<file path="config.mk">
export PLATFORM = sky130hd
export DESIGN_NAME = tgate_eval
export DESIGN_NICKNAME = d
export VERILOG_FILES = /design/src/rtl/tern_pkg.sv /design/src/rtl/tern_xform.sv /design/src/rtl/tern_gate_core.sv /design/src/rtl/tern_out_reg.sv /design/src/rtl/tgate_eval.sv
export SDC_FILE = /design/constraint.sdc
export NUM_CORES = 1
export LEC_CHECK = 0
export ABC_AREA = 1
export CAP_MARGIN = 10
export CORE_ASPECT_RATIO = 0.75
export CORE_MARGIN = 2
export CORE_UTILIZATION = 58
export CTS_CLUSTER_SIZE = 16
export DETAILED_ROUTE_END_ITERATION = 7
export DONT_BUFFER_PORTS = 1
export GPL_ROUTABILITY_DRIVEN = 0
export PLACE_DENSITY = 0.83
export SYNTH_ARGS = -nofsm -noshare
export SYNTH_HDL_FRONTEND = slang
export SYNTH_SLANG_ARGS = --single-unit
</file>
<file path="constraint.sdc">
create_clock -name clk -period 4.9 [get_ports clk]
set_clock_uncertainty 0.05 [all_clocks]
set_input_delay 0.735 -clock clk [delete_from_list [all_inputs] [get_ports clk]]
set_output_delay 0.735 -clock clk [all_outputs]
set_load 0.03 [all_outputs]
</file>
<file path="src/rtl/tern_pkg.sv">
package tern_pkg;
  localparam int TRIT_W = 2;
  localparam int OP_W   = 3;
  localparam int XF_W   = 3;
  localparam int N_TRIT = 4;

  typedef logic [TRIT_W-1:0] trit_t;

  localparam trit_t T_ZERO = 2'b00;
  localparam trit_t T_ONE  = 2'b01;
  localparam trit_t T_TWO  = 2'b10;
  localparam trit_t T_BAD  = 2'b11;

  typedef enum logic [OP_W-1:0] {
    OP_CSHIFT = 3'd0,
    OP_FEYN   = 3'd1,
    OP_MFRED  = 3'd2,
    OP_PERES  = 3'd3,
    OP_MPERES = 3'd4
  } gate_op_e;

  typedef enum logic [XF_W-1:0] {
    XF_ADD1  = 3'd0,
    XF_ADD2  = 3'd1,
    XF_SW12  = 3'd2,
    XF_SW01  = 3'd3,
    XF_SW02  = 3'd4
  } xform_e;

  typedef struct packed {
    logic  err;
    trit_t p;
    trit_t q;
    trit_t r;
    trit_t s;
  } gate_res_t;

  localparam int RES_W = 1 + N_TRIT * TRIT_W;

  // modulo-3 sum of two legal trits
  function automatic trit_t t_add(input trit_t x, input trit_t y);
    logic [TRIT_W:0] sum;
    sum = {1'b0, x} + {1'b0, y};
    if (sum >= 3'd3) sum = sum - 3'd3;
    return sum[TRIT_W-1:0];
  endfunction

  // modulo-3 product of two legal trits (raw product is 0, 1, 2 or 4)
  function automatic trit_t t_mul(input trit_t x, input trit_t y);
    logic [2*TRIT_W-1:0] prod;
    prod = {2'b00, x} * {2'b00, y};
    if (prod == 4'd4) return T_ONE;
    return prod[TRIT_W-1:0];
  endfunction
endpackage

</file>
<file path="src/rtl/tern_xform.sv">
module tern_xform
  import tern_pkg::*;
(
  input  trit_t           din,
  input  logic [XF_W-1:0] sel,
  output trit_t           dout
);
  always_comb begin
    case (xform_e'(sel))
      XF_ADD1: dout = t_add(din, T_ONE);
      XF_ADD2: dout = t_add(din, T_TWO);
      XF_SW12: dout = (din == T_ONE) ? T_TWO : (din == T_TWO) ? T_ONE : din;
      XF_SW01: dout = (din == T_ZERO) ? T_ONE : (din == T_ONE) ? T_ZERO : din;
      XF_SW02: dout = (din == T_ZERO) ? T_TWO : (din == T_TWO) ? T_ZERO : din;
      default: dout = din;
    endcase
  end
endmodule

</file>
<file path="src/rtl/tern_gate_core.sv">
module tern_gate_core
  import tern_pkg::*;
(
  input  logic [OP_W-1:0] op,
  input  logic [XF_W-1:0] xf,
  input  trit_t           a,
  input  trit_t           b,
  input  trit_t           c,
  input  trit_t           d,
  output gate_res_t       res
);
  logic [N_TRIT-1:0] used;
  logic [N_TRIT-1:0] bad_code;
  trit_t             trits [N_TRIT];
  trit_t             shifted;
  trit_t             sum_ab;
  trit_t             prod_ab;
  logic              a_lt_b;
  gate_res_t         g_cs, g_fy, g_fr, g_pe, g_mp, g_sel;

  assign trits[0] = a;
  assign trits[1] = b;
  assign trits[2] = c;
  assign trits[3] = d;

  for (genvar i = 0; i < N_TRIT; i++) begin : g_bad
    assign bad_code[i] = (trits[i] == T_BAD);
  end

  // which inputs each gate reads: bit0 = A .. bit3 = D
  always_comb begin
    case (gate_op_e'(op))
      OP_CSHIFT, OP_FEYN, OP_MPERES: used = 4'b0011;
      OP_PERES:                      used = 4'b0111;
      OP_MFRED:                      used = 4'b1111;
      default:                       used = 4'b0000;
    endcase
  end

  tern_xform u_xf (
    .din  (b),
    .sel  (xf),
    .dout (shifted)
  );

  assign sum_ab  = t_add(a, b);
  assign prod_ab = t_mul(a, b);
  assign a_lt_b  = (a < b);

  always_comb begin
    g_cs     = '0;
    g_cs.p   = a;
    g_cs.q   = (a == T_TWO) ? shifted : b;
  end

  always_comb begin
    g_fy     = '0;
    g_fy.p   = a;
    g_fy.q   = sum_ab;
  end

  always_comb begin
    g_fr     = '0;
    g_fr.p   = a;
    g_fr.q   = b;
    g_fr.r   = a_lt_b ? c : d;
    g_fr.s   = a_lt_b ? d : c;
  end

  always_comb begin
    g_pe     = '0;
    g_pe.p   = a;
    g_pe.q   = sum_ab;
    g_pe.r   = t_add(prod_ab, c);
  end

  always_comb begin
    g_mp     = '0;
    g_mp.p   = a;
    g_mp.q   = sum_ab;
  end

  always_comb begin
    case (gate_op_e'(op))
      OP_CSHIFT: g_sel = g_cs;
      OP_FEYN:   g_sel = g_fy;
      OP_MFRED:  g_sel = g_fr;
      OP_PERES:  g_sel = g_pe;
      OP_MPERES: g_sel = g_mp;
      default:   g_sel = '0;
    endcase
  end

  always_comb begin
    if (|(used & bad_code)) begin
      res     = '0;
      res.err = 1'b1;
    end else begin
      res = g_sel;
    end
  end
endmodule

</file>
<file path="src/rtl/tern_out_reg.sv">
module tern_out_reg #(
  parameter int W = 9
) (
  input  logic         clk,
  input  logic         rst_n,
  input  logic         in_valid,
  output logic         in_ready,
  input  logic [W-1:0] in_data,
  output logic         out_valid,
  input  logic         out_ready,
  output logic [W-1:0] out_data
);
  assign in_ready = !out_valid || out_ready;

  always_ff @(posedge clk) begin
    if (!rst_n) begin
      out_valid <= 1'b0;
      out_data  <= '0;
    end else if (in_ready) begin
      out_valid <= in_valid;
      if (in_valid) out_data <= in_data;
    end
  end
endmodule

</file>
<file path="src/rtl/tgate_eval.sv">
module tgate_eval
  import tern_pkg::*;
(
  input  logic       clk,
  input  logic       rst_n,
  input  logic       in_valid,
  output logic       in_ready,
  input  logic [2:0] in_op,
  input  logic [2:0] in_xf,
  input  logic [1:0] in_a,
  input  logic [1:0] in_b,
  input  logic [1:0] in_c,
  input  logic [1:0] in_d,
  output logic       out_valid,
  input  logic       out_ready,
  output logic [1:0] out_p,
  output logic [1:0] out_q,
  output logic [1:0] out_r,
  output logic [1:0] out_s,
  output logic       out_err
);
  gate_res_t comb_res;
  gate_res_t held_res;

  tern_gate_core u_core (
    .op  (in_op),
    .xf  (in_xf),
    .a   (in_a),
    .b   (in_b),
    .c   (in_c),
    .d   (in_d),
    .res (comb_res)
  );

  tern_out_reg #(.W(RES_W)) u_oreg (
    .clk       (clk),
    .rst_n     (rst_n),
    .in_valid  (in_valid),
    .in_ready  (in_ready),
    .in_data   (comb_res),
    .out_valid (out_valid),
    .out_ready (out_ready),
    .out_data  (held_res)
  );

  assign out_p   = held_res.p;
  assign out_q   = held_res.q;
  assign out_r   = held_res.r;
  assign out_s   = held_res.s;
  assign out_err = held_res.err;
endmodule

</file>
==> results of run 1 <==
-- stage by stage --
step                std cells  setup WS (ps)  utilization (%)  hold WS [ps]
floorplan                 162           2157                -         540.5
global placement          182           2077            62.41         561.3
detailed placement        182           1929            62.41         565.0
CTS                       186           2216            64.51         552.3
global route              186           1973            64.51         553.0
finish                    186           2195            64.51         557.7
-- sequential cells by signal (all words and copies together), names as in the netlist --
name / cells
u_oreg.out_valid: 1
u_oreg.out_data: 9
-- placed cells by master (no fill, tap or decap), types with 3 or more instances in the layout --
cell / instances
sky130_fd_sc_hd__a21oi_1: 15
sky130_fd_sc_hd__clkbuf_4: 3
sky130_fd_sc_hd__dfxtp_1: 10
sky130_fd_sc_hd__ha_1: 15
sky130_fd_sc_hd__inv_1: 20
sky130_fd_sc_hd__nand2_1: 46
sky130_fd_sc_hd__nand3_1: 4
sky130_fd_sc_hd__nand4_1: 4
sky130_fd_sc_hd__nor2_1: 18
sky130_fd_sc_hd__o21ai_0: 8
-- kinds of logic after synthesis --
logic type	after synthesis	share of synthesized area (%)
and+or+nand+nor	79	33.61
DFF	10	18.93
AOI/OAI and AO/OA	31	16.45
adders and majority gates	17	21.54
buffers and inverters	24	8.637
xor gates and xnor gates	1	0.8286
-- worst max-delay path: stages --
cell and delay (ps):
sky130_fd_sc_hd__nand2_1 40, sky130_fd_sc_hd__inv_1 40, sky130_fd_sc_hd__ha_1 320, sky130_fd_sc_hd__o21bai_1 160
sky130_fd_sc_hd__ha_1 190, sky130_fd_sc_hd__fa_1 460, sky130_fd_sc_hd__ha_1 240, sky130_fd_sc_hd__nor2_1 120
sky130_fd_sc_hd__nand2_1 80, sky130_fd_sc_hd__nand2_1 60, sky130_fd_sc_hd__o311ai_0 110, sky130_fd_sc_hd__o21ai_0 110
sky130_fd_sc_hd__nand2_1 70, sky130_fd_sc_hd__a21oi_1 120
-- where the power goes --
group,switching [mW],internal [mW]
Combinational,0.0471,0.0294
Clock,0.0288,0.0452
Sequential,0.00850,0.0846
Total,0.0844,0.159
-- metal layers --
layer | global-route usage, % | part of all wire (%)
met3 | 6.204 | 9.5
met4 | 3.846 | 0.38
met1 | 34.49 | 48
met2 | 41.36 | 42
met5 | 0 | 0
-- area by class of cell --
| type | count | area (um2) | area share, % |
|---|---|---|---|
| flip-flops and latches | 10 | 200.2 | 18.00 |
| well taps | 22 | 27.53 | 2.475 |
| inverters | 22 | 82.58 | 7.424 |
| clock buffers | 4 | 36.28 | 3.262 |
| multi-input cells | 128 | 765.7 | 68.84 |
-- how the worst min path moves through the flow --
stage / slack, ps / end / start
after floorplan: 540 / u_oreg.out_data[0] / u_oreg.out_data[0]
final: 560 / u_oreg.out_data[7] / in_a[1]
after CTS: 550 / u_oreg.out_data[8] / rst_n
after global placement: 560 / u_oreg.out_data[6] / u_oreg.out_data[6]
after detailed placement: 560 / u_oreg.out_data[0] / u_oreg.out_data[0]
after global routing: 550 / u_oreg.out_data[7] / in_a[1]
-- Yosys cell counts --
| library cell | n |
|---|---|
| sky130_fd_sc_hd__a21oi_1 | 15 |
| sky130_fd_sc_hd__buf_2 | 1 |
| sky130_fd_sc_hd__clkbuf_1 | 1 |
| sky130_fd_sc_hd__clkinv_1 | 1 |
| sky130_fd_sc_hd__dfxtp_1 | 10 |
| sky130_fd_sc_hd__fa_1 | 2 |
| sky130_fd_sc_hd__ha_1 | 15 |
| sky130_fd_sc_hd__inv_1 | 20 |
| sky130_fd_sc_hd__inv_2 | 1 |
| sky130_fd_sc_hd__nand2_1 | 46 |
| sky130_fd_sc_hd__nand3_1 | 4 |
| sky130_fd_sc_hd__nand3_2 | 1 |
| sky130_fd_sc_hd__nand3_4 | 1 |
| sky130_fd_sc_hd__nand4_1 | 4 |
| sky130_fd_sc_hd__nor2_1 | 18 |
| sky130_fd_sc_hd__nor2_2 | 1 |
| sky130_fd_sc_hd__nor3_1 | 1 |
| sky130_fd_sc_hd__nor3b_4 | 1 |
| sky130_fd_sc_hd__o211ai_1 | 2 |
| sky130_fd_sc_hd__o21a_1 | 1 |
| sky130_fd_sc_hd__o21ai_0 | 8 |
| sky130_fd_sc_hd__o21ai_1 | 1 |
| sky130_fd_sc_hd__o21ai_2 | 1 |
| sky130_fd_sc_hd__o21bai_1 | 1 |
| sky130_fd_sc_hd__o22ai_1 | 1 |
| sky130_fd_sc_hd__o311ai_0 | 1 |
| sky130_fd_sc_hd__or2_2 | 2 |
| sky130_fd_sc_hd__xnor2_1 | 1 |
==> run_results.csv, run 1 <==
group,metric,value,unit
worst_setup_path,ff2ff_setup_slack,3010,ps
grt,via_count_of_the_first_global_routing_pass,902,
yosys,combined_area_of_all_synthesized_cells,1057,um2
detailed_routing,detailedRoute.firstPassIterationCount,4,
worst_setup_path,cp_data_required_time,5050,ps
yosys,yosysTopAreaCellShare,18.93,%
worst_setup_path,rr_endpoint,"u_oreg.out_data[1]",
clock_tree,tritoncts,"yes",
yosys,synth_cells,162,
sta,final-setup-viol-count,0,
layout,num_antenna_cells,0,
grt,grt_start_max_net_pins,13,
floorplan,die-area,2184,um2
detailed_routing,postRouteAntennaNets,0,
detailed_routing,vias,1020,
worst_setup_path,r2r-start,"u_oreg.out_valid",
clock_tree,post_cts_hold_buffer_count,0,
yosys,syn-num-nets,197,
sta,rsz0062_at_grt,"false",
floorplan,initial_utilization,61.32,%
grt,grt_remaining_overflow,0,
placement,port_buffers,0,
yosys,yosys_warnings,0,
grt,grt_antenna_before_repair,0,
placement,dp_hpwl,1953,um
layout,post_route_cells_drive_above_1_share,7.317,%
pwr,power.density_cell_area,219.0,nW/um2
yosys,yosys.cell_types.count,28,
sta,setup_total_negative_slack,0,ps
worst_setup_path,launch_point_of_the_worst_path,"in_b[1]",
clock_tree,cts-buffers-inserted,3,
sta,max-slew-margin-rel,70.51,%
worst_setup_path,crit_arrival,2850,ps
detailed_routing,viasPerCell,5.484,
sta,period_utilization,55.21,%
clock_tree,post_cts_resized,0,
floorplan,rows,13,
sta,finalHoldViolations,0,
pwr,irDropWorstVdd,0.1851,mV
pwr,p_leak,0.5554,nW
sta,fmax,369.6,MHz
sta,final-max-slew-violation-count,0,
layout,final_cell_area,1112,um2
worst_setup_path,worst_reg_to_reg_path_cell_count,7,
pwr,p_total,0.2436,mW
worst_setup_path,critical_path.max_fanout,10,
layout,syn2layout_area_growth,5.207,%
status,status,"complete, no violations",
sta,tightestPinTransition,441.2,ps
clock_tree,post_cts.repair.setup_buffers,0,
floorplan,die-width,53.30,um
grt,global_route_usage_over_all_layers,25.26,%
floorplan,die_y,40.98,um
yosys,library_cell_occupying_the_most_area_in_the_post_synthesis_netlist,"sky130_fd_sc_hd__dfxtp_1",
detailed_routing,wl_per_cell,12.70,um
layout,finish.net_count,200,
yosys,avgSynthCellArea,6.526,um2
detailed_routing,remaining_drc_errors,0,
yosys,yosys_register_bits,10,
floorplan,top_level_ports,29,
yosys,synthTopCellsByArea,"sky130_fd_sc_hd__dfxtp_1 19%, sky130_fd_sc_hd__ha_1 18%, sky130_fd_sc_hd__nand2_1 16%",
worst_setup_path,critPathLaunchType,"input port",
grt,grt_pass1_wl,3850,um
sta,finalWorstPathRequiredPeriod,2705,ps
clock_tree,clockBufferDepth,2,
worst_hold_path,min_delay_worst_type,"input port to flop",
worst_setup_path,setup.worst_path.class,"input port to flop",
layout,final.fill_count,161,
clock_tree,clkSinkCount,10,
clock_tree,worst_skew_pair_later_pin_latency,270,ps
floorplan,core_region_area,1724,um2
clock_tree,h_tree_level_count,1,
yosys,seq_area_frac_synth,18.93,%
flow_run,max-cap-violations,0,
placement,placed_cell_area,1076,um2
clock_tree,clock_root_buffer,"sky130_fd_sc_hd__clkbuf_4",
clock_tree,clkSlewWorstSetupHoldPaths,70,ps
worst_setup_path,worst_setup_path_endpoint,"u_oreg.out_data[2]",
worst_hold_path,min_delay_path_depth,2,
detailed_routing,detail_route.iter0.violations,15,
worst_setup_path,worst_setup_path_end_kind,"flop",
detailed_routing,detail_route.wirelength,2363,um
(Power assumes the default switching activity.)
==> run 2, diff against run 1 <==
--- a/config.mk
+++ b/config.mk
@@ -5,11 +5,11 @@
 export SDC_FILE = /design/constraint.sdc
 export NUM_CORES = 1
 export LEC_CHECK = 0
-export ABC_AREA = 1
+export ABC_AREA = 0
 export CAP_MARGIN = 10
 export CORE_ASPECT_RATIO = 0.75
 export CORE_MARGIN = 2
-export CORE_UTILIZATION = 58
+export CORE_UTILIZATION = 56
 export CTS_CLUSTER_SIZE = 16
 export DETAILED_ROUTE_END_ITERATION = 7
 export DONT_BUFFER_PORTS = 1
==> constraint.sdc (replaced) <==
create_clock -name clk -period 2.4 [get_ports clk]
set_clock_uncertainty 0.05 [all_clocks]
set_input_delay 0.36 -clock clk [delete_from_list [all_inputs] [get_ports clk]]
set_output_delay 0.36 -clock clk [all_outputs]
set_load 0.03 [all_outputs]
==> run_results.csv, run 2 <==
group,metric,value,unit
worst_setup_path,ff2ff_setup_slack,560,ps
worst_setup_path,cp_data_required_time,2540,ps
sta,period_utilization,92.70,%
grt,via_count_of_the_first_global_routing_pass,908,
detailed_routing,remaining_drc_errors,0,
grt,grt_antenna_before_repair,0,
clock_tree,clock_root_buffer,"sky130_fd_sc_hd__clkbuf_4",
yosys,cell_types_with_the_highest_counts_after_synthesis,"15 x sky130_fd_sc_hd__ha_1, 13 x sky130_fd_sc_hd__nand2_1, 12 x sky130_fd_sc_hd__nor2_1, 10 x sky130_fd_sc_hd__dfxtp_1, 9 x sky130_fd_sc_hd__inv_1",
layout,finish.utilization,65.67,%
layout,reg_top3,"u_oreg.out_data: 9 flops, u_oreg.out_valid: 1 flops",
sta,final-setup-viol-count,0,
layout,final.fill_count,147,
detailed_routing,detail_route.iter0.violations,40,
pwr,power_frac_clock,24.0,%
detailed_routing,postRouteAntennaNets,0,
floorplan,die_y,41.81,um
clock_tree,cts-buffers-inserted,3,
sta,final-max-slew-violation-count,0,
sta,rsz0062_at_grt,"false",
yosys,synthTopCellsByArea,"sky130_fd_sc_hd__dfxtp_1 19%, sky130_fd_sc_hd__ha_1 18%, sky130_fd_sc_hd__mux2i_1 4.7%",
placement,dp_hpwl,1977,um
pwr,irDropWorstVdd,0.3105,mV
worst_setup_path,rr_endpoint,"u_oreg.out_data[1]",
worst_hold_path,min_delay_worst_endpoint,"u_oreg.out_data[1]",
layout,post_route_cells_drive_above_1_share,13.57,%
layout,final_common_cell,"sky130_fd_sc_hd__ha_1",
grt,grt_pass1_wl,3967,um
floorplan,die-width,54.41,um
yosys,number_of_synthesized_flops_with_an_enable_pin,0,
grt,grt_remaining_overflow,0,
clock_tree,clkSinkCount,10,
detailed_routing,detail_route.wirelength,2354,um
grt,global_route_usage_over_all_layers,23.56,%
detailed_routing,viasPerCell,6.259,
yosys,yosysTopAreaCellShare,18.76,%
pwr,power.density_cell_area,407.8,nW/um2
clock_tree,clkSlewWorstSetupHoldPaths,60,ps
sta,fmax,449.5,MHz
clock_tree,post_cts_hold_buffer_count,0,
clock_tree,worst_skew_pair_later_pin_latency,260,ps
detailed_routing,vias,1014,
worst_setup_path,crit_family,"adder cells",
worst_setup_path,r2r-start,"u_oreg.out_valid",
worst_setup_path,critical-path-max-stage-delay,460,ps
worst_hold_path,min_delay_path_depth,1,
floorplan,initial_utilization,60.76,%
layout,syn2layout_area_growth,8.089,%
yosys,library_cell_occupying_the_most_area_in_the_post_synthesis_netlist,"sky130_fd_sc_hd__dfxtp_1",
pwr,power.share.combinational,36.5,%
layout,top_register_by_number_of_flip_flops,"u_oreg.out_data",
worst_setup_path,critPathLaunchType,"input port",
clock_tree,tritoncts,"yes",
worst_setup_path,cp_cell_sequence,"and2_1 > ha_1 > xnor2_1 > o21bai_1 > ha_1 > fa_1 > ha_2 > nor3_2 > nand2_1 > o211ai_1 > o211ai_1 > a21boi_0",
worst_setup_path,worst_setup_path_end_kind,"flop",
layout,sequential_cell_area,200.2,um2
floorplan,die-area,2275,um2
pwr,p_leak,0.4907,nW
sta,tightestPinTransition,542.6,ps
layout,finish.net_count,177,
worst_setup_path,worst-path-buf-inv,0,
yosys,yosys_warnings,0,
worst_setup_path,worst_reg_to_reg_path_cell_count,5,
placement,port_buffers,0,
floorplan,top_level_ports,29,
flow_run,max-cap-violations,0,
yosys,async_reset_ff_share,0,%
layout,mostFrequentLayoutCells,"14 x sky130_fd_sc_hd__ha_1, 13 x sky130_fd_sc_hd__nand2_1, 12 x sky130_fd_sc_hd__nor2_1",
status,status,"complete, no violations",
worst_hold_path,min_delay_worst_type,"input port to flop",
pwr,power_switching_share,33.25,%
yosys,seq_area_frac_synth,18.76,%
detailed_routing,wl_per_cell,14.53,um
layout,num_antenna_cells,0,
worst_setup_path,cp_slowest_cell,"sky130_fd_sc_hd__fa_1",
clock_tree,clockBufferDepth,2,
sta,finalHoldViolations,0,
yosys,synth.most_common_cell,"sky130_fd_sc_hd__ha_1",
clock_tree,h_tree_level_count,1,
yosys,postSynth.topFlopCell,"sky130_fd_sc_hd__dfxtp_1",
yosys,synth_cells,135,
worst_setup_path,critical_path.max_fanout,10,
yosys,yosys_register_bits,10,
sta,finalWorstPathRequiredPeriod,2225,ps
pwr,internal_power,0.3140,mW
worst_setup_path,crit_arrival,2360,ps
yosys,yosys.cell_types.count,41,
sta,max-slew-margin-rel,63.49,%
yosys,combined_area_of_all_synthesized_cells,1067,um2
pwr,power.net_switching,0.1565,mW
sta,setup_total_negative_slack,0,ps
worst_setup_path,setup.worst_path.class,"input port to flop",
pwr,sequential_fraction_of_design_power,39.5,%
floorplan,rows,13,
yosys,syn-num-nets,170,
worst_hold_path,min_from,"rst_n",
grt,grt_start_max_net_pins,14,
yosys,avgSynthCellArea,7.906,um2
detailed_routing,detailedRoute.firstPassIterationCount,4,
layout,largest_register_ff_count,9,
layout,area_occupied_by_multi_input_gates,817.0,um2
floorplan,core_region_area,1757,um2
[run 2: changes by cell type after synthesis, moves of 5 or more]
| cell | delta |
|---|---|
| sky130_fd_sc_hd__inv_1 | -11 |
| sky130_fd_sc_hd__a21oi_1 | -7 |
| sky130_fd_sc_hd__mux2i_1 | +5 |
| sky130_fd_sc_hd__nand2_1 | -33 |
| sky130_fd_sc_hd__nor2_1 | -6 |
| sky130_fd_sc_hd__nand2b_1 | +5 |
[run 2: worst max path at each step]
stage                       start            endpoint  slack (ps)  cells past startpoint
after floorplan           in_b[0]  u_oreg.out_data[3]          10                     12
after global placement    in_b[0]  u_oreg.out_data[3]         -40                     12
after detailed placement  in_b[0]  u_oreg.out_data[2]        -110                     11
after CTS                 in_b[0]  u_oreg.out_data[2]         170                     12
after global routing      in_b[0]  u_oreg.out_data[2]         0.5                     12
final                     in_b[0]  u_oreg.out_data[2]         180                     12
[run 2: repair_timing]
item	CTS	global route
hold endpoints to repair	0	0
gates resized for setup	0	1
buffers inserted	0	0
endpoints found under the setup margin	0	1
[run 2: kinds of logic after synthesis]
logic type	synth area share (%)
compound gates	23.10
xor+xnor	1.642
fa+ha+maj	21.34
buf+inv	5.861
flops	18.76
mux	5.745
simple gates	23.56
[run 2: area by class of cell]
type | count | share of cell area (%)
clock buffer | 3 | 1.952
inverter | 9 | 2.928
multi-input combinational | 111 | 70.82
sequential | 10 | 17.35
tap | 22 | 2.386
timing repair buffer | 7 | 4.555
[run 2: power by group through the flow]
stage	registers (mW)	logic [mW]	clock network [mW]
floorplan	0.189	0.133	0
global placement	0.190	0.160	0
detailed placement	0.190	0.167	0
CTS	0.186	0.169	0.112
global route	0.187	0.194	0.118
finish	0.186	0.172	0.113
[run 2: metal layers]
layer  share of wire (%)  track usage, %  vias up
met5                   0               0        -
met4                 2.9           12.50        0
met3                 9.4           7.194       14
met2                  45           33.25       59
met1                  43           31.37      445
li1                    -               -      496
[run 2: per-stage QoR]
stage / std cells / area (um2) / hold WS (ps) / setup WS (ps) / total power [mW]
after global routing: 162 / 1154 / 155.3 / 0.5269 / 0.4993
after floorplan: 135 / 1075 / 448.9 / 14.93 / 0.3224
after CTS: 162 / 1149 / 159.7 / 170.3 / 0.4671
after detailed placement: 159 / 1126 / 437.0 / -113.0 / 0.3574
after global placement: 159 / 1126 / 433.3 / -36.09 / 0.3493
final: 162 / 1154 / 162.9 / 175.1 / 0.4705
==> run 3, diff against run 2 <==
--- a/config.mk
+++ b/config.mk
@@ -7,7 +7,6 @@
 export LEC_CHECK = 0
 export ABC_AREA = 0
 export CAP_MARGIN = 10
-export CORE_ASPECT_RATIO = 0.75
 export CORE_MARGIN = 2
 export CORE_UTILIZATION = 56
 export CTS_CLUSTER_SIZE = 16
==> run_results.csv, run 3 (synthesis gave the netlist of run 2 again) <==
group,metric,value,unit
status,status,"complete, no violations",
clock_tree,clkSlewWorstSetupHoldPaths,70,ps
worst_setup_path,setup.worst_path.class,"input port to flop",
grt,global_route_usage_over_all_layers,22.43,%
detailed_routing,detail_route.wirelength,2336,um
worst_hold_path,min_delay_path_depth,1,
floorplan,core_region_area,1764,um2
detailed_routing,detail_route.iter0.violations,13,
clock_tree,worst_skew_pair_later_pin_latency,260,ps
pwr,power_frac_clock,28.1,%
sta,finalWorstPathRequiredPeriod,2347,ps
clock_tree,post_cts_hold_buffer_count,0,
worst_hold_path,min_delay_worst_type,"input port to flop",
pwr,irDropWorstVdd,0.2653,mV
floorplan,die-area,2271,um2
layout,final_common_cell,"sky130_fd_sc_hd__nand2_1",
clock_tree,tritoncts,"yes",
placement,dp_hpwl,1837,um
layout,num_antenna_cells,0,
detailed_routing,remaining_drc_errors,0,
sta,period_utilization,97.80,%
sta,fmax,426.0,MHz
floorplan,die_y,47.66,um
floorplan,initial_utilization,60.50,%
worst_setup_path,worst_reg_to_reg_path_cell_count,5,
worst_setup_path,r2r-start,"u_oreg.out_valid",
layout,post_route_cells_drive_above_1_share,18.44,%
worst_hold_path,min_delay_worst_endpoint,"u_oreg.out_data[1]",
pwr,power.net_switching,0.1711,mW
floorplan,rows,15,
floorplan,top_level_ports,29,
detailed_routing,vias,1011,
flow_run,max-cap-violations,0,
clock_tree,h_tree_level_count,1,
sta,finalHoldViolations,0,
pwr,p_leak,0.5029,nW
layout,largest_register_ff_count,9,
grt,grt_pass1_wl,3643,um
pwr,power.share.combinational,37.1,%
layout,finish.net_count,177,
grt,grt_start_max_net_pins,14,
clock_tree,clockBufferDepth,2,
worst_setup_path,ff2ff_setup_slack,530,ps
clock_tree,clkSinkCount,10,
pwr,power.density_cell_area,438.9,nW/um2
layout,finish.utilization,69.01,%
pwr,power_switching_share,32.01,%
sta,hold_slack,169.8,ps
layout,top_register_by_number_of_flip_flops,"u_oreg.out_data",
detailed_routing,viasPerCell,6.090,
detailed_routing,wl_per_cell,14.07,um
worst_setup_path,rr_endpoint,"u_oreg.out_data[5]",
grt,grt_antenna_before_repair,0,
sta,max-slew-margin-rel,61.44,%
worst_setup_path,critical_path.max_fanout,8,
sta,final-max-slew-violation-count,0,
clock_tree,cts-buffers-inserted,3,
worst_setup_path,crit_arrival,2490,ps
detailed_routing,postRouteAntennaNets,0,
worst_setup_path,worst_setup_path_end_kind,"flop",
floorplan,die-width,47.66,um
worst_hold_path,min_from,"rst_n",
layout,reg_top3,"u_oreg.out_data: 9 flops, u_oreg.out_valid: 1 flops",
sta,tightestPinTransition,573.2,ps
worst_setup_path,critPathLaunchType,"input port",
grt,grt_remaining_overflow,0,
clock_tree,clock_root_buffer,"sky130_fd_sc_hd__clkbuf_4",
layout,mostFrequentLayoutCells,"13 x sky130_fd_sc_hd__nand2_1, 12 x sky130_fd_sc_hd__ha_1, 11 x sky130_fd_sc_hd__nor2_1",
sta,final-setup-viol-count,0,
layout,syn2layout_area_growth,14.07,%
pwr,sequential_fraction_of_design_power,34.8,%
pwr,internal_power,0.3633,mW
worst_setup_path,cp_data_required_time,2540,ps
sta,rsz0062_at_grt,"true",
detailed_routing,detailedRoute.firstPassIterationCount,4,
placement,port_buffers,0,
grt,via_count_of_the_first_global_routing_pass,904,
run 3: changes by cell type in the layout (fill, tap and decap cells not counted), sizes merged:
cell / change
clkbuf: +1
run 3: metal layers:
layer	vias to the layer above	wire (um)	global-route usage [%]	part of all wire, %
met2	33	1131	39.73	48
li1	495	-	-	-
met4	0	39	9.189	1.7
met5	-	0	0	0
met1	477	1055	26.24	45
met3	6	109	4.528	4.7
run 3: critical path: stages:
cell and delay, ps:
sky130_fd_sc_hd__and2_4 140, sky130_fd_sc_hd__ha_4 160, sky130_fd_sc_hd__xnor2_2 120, sky130_fd_sc_hd__o21bai_1 170, sky130_fd_sc_hd__ha_2 210, sky130_fd_sc_hd__fa_2 460, sky130_fd_sc_hd__ha_4 200, sky130_fd_sc_hd__nor3_4 200
sky130_fd_sc_hd__nand2_1 80, sky130_fd_sc_hd__o211ai_1 80, sky130_fd_sc_hd__o211ai_1 130, sky130_fd_sc_hd__a21boi_1 170
run 3: what timing repair did:
item                       in CTS  in global routing
resized for setup               0                 13
buffers inserted                0                  1
setup endpoints to repair       0                  2
run 3: final cells by class:
| cell class | instances | area (um2) |
|---|---|---|
| repair buffers | 7 | 52.55 |
| clock buffers | 4 | 36.28 |
| inverters | 9 | 33.78 |
| multi-input cells | 111 | 863.3 |
| well taps | 25 | 31.28 |
| fillers | 161 | 546.8 |
| flip-flops and latches | 10 | 200.2 |
run 3: worst max-delay path by stage:
stage | from | end
floorplan | in_b[0] | u_oreg.out_data[3]
finish | in_a[1] | u_oreg.out_data[2]
CTS | in_b[0] | u_oreg.out_data[2]
global route | in_a[1] | u_oreg.out_data[3]
global placement | in_b[0] | u_oreg.out_data[3]
detailed placement | in_b[0] | u_oreg.out_data[2]
run 3: stage by stage:
stage	setup slack (ps)	instances	instance area, um2	TNS (ps)	total power, mW
floorplan	14.93	135	1075	0	0.3224
global placement	-38.13	161	1122	-53.61	0.3455
detailed placement	-143.5	161	1122	-271.3	0.3544
CTS	121.1	165	1159	0	0.5026
global route	-60.26	166	1217	-109.0	0.5712
finish	52.73	166	1217	0	0.5344
run 3: power groups by stage:
stage | Sequential [mW] | Combinational (mW) | Clock [mW]
3_5_place_dp | 0.190 | 0.165 | 0
2_1_floorplan | 0.189 | 0.133 | 0
3_3_place_gp | 0.190 | 0.156 | 0
5_1_grt | 0.187 | 0.220 | 0.164
4_1_cts | 0.186 | 0.166 | 0.151
6_report | 0.186 | 0.198 | 0.150
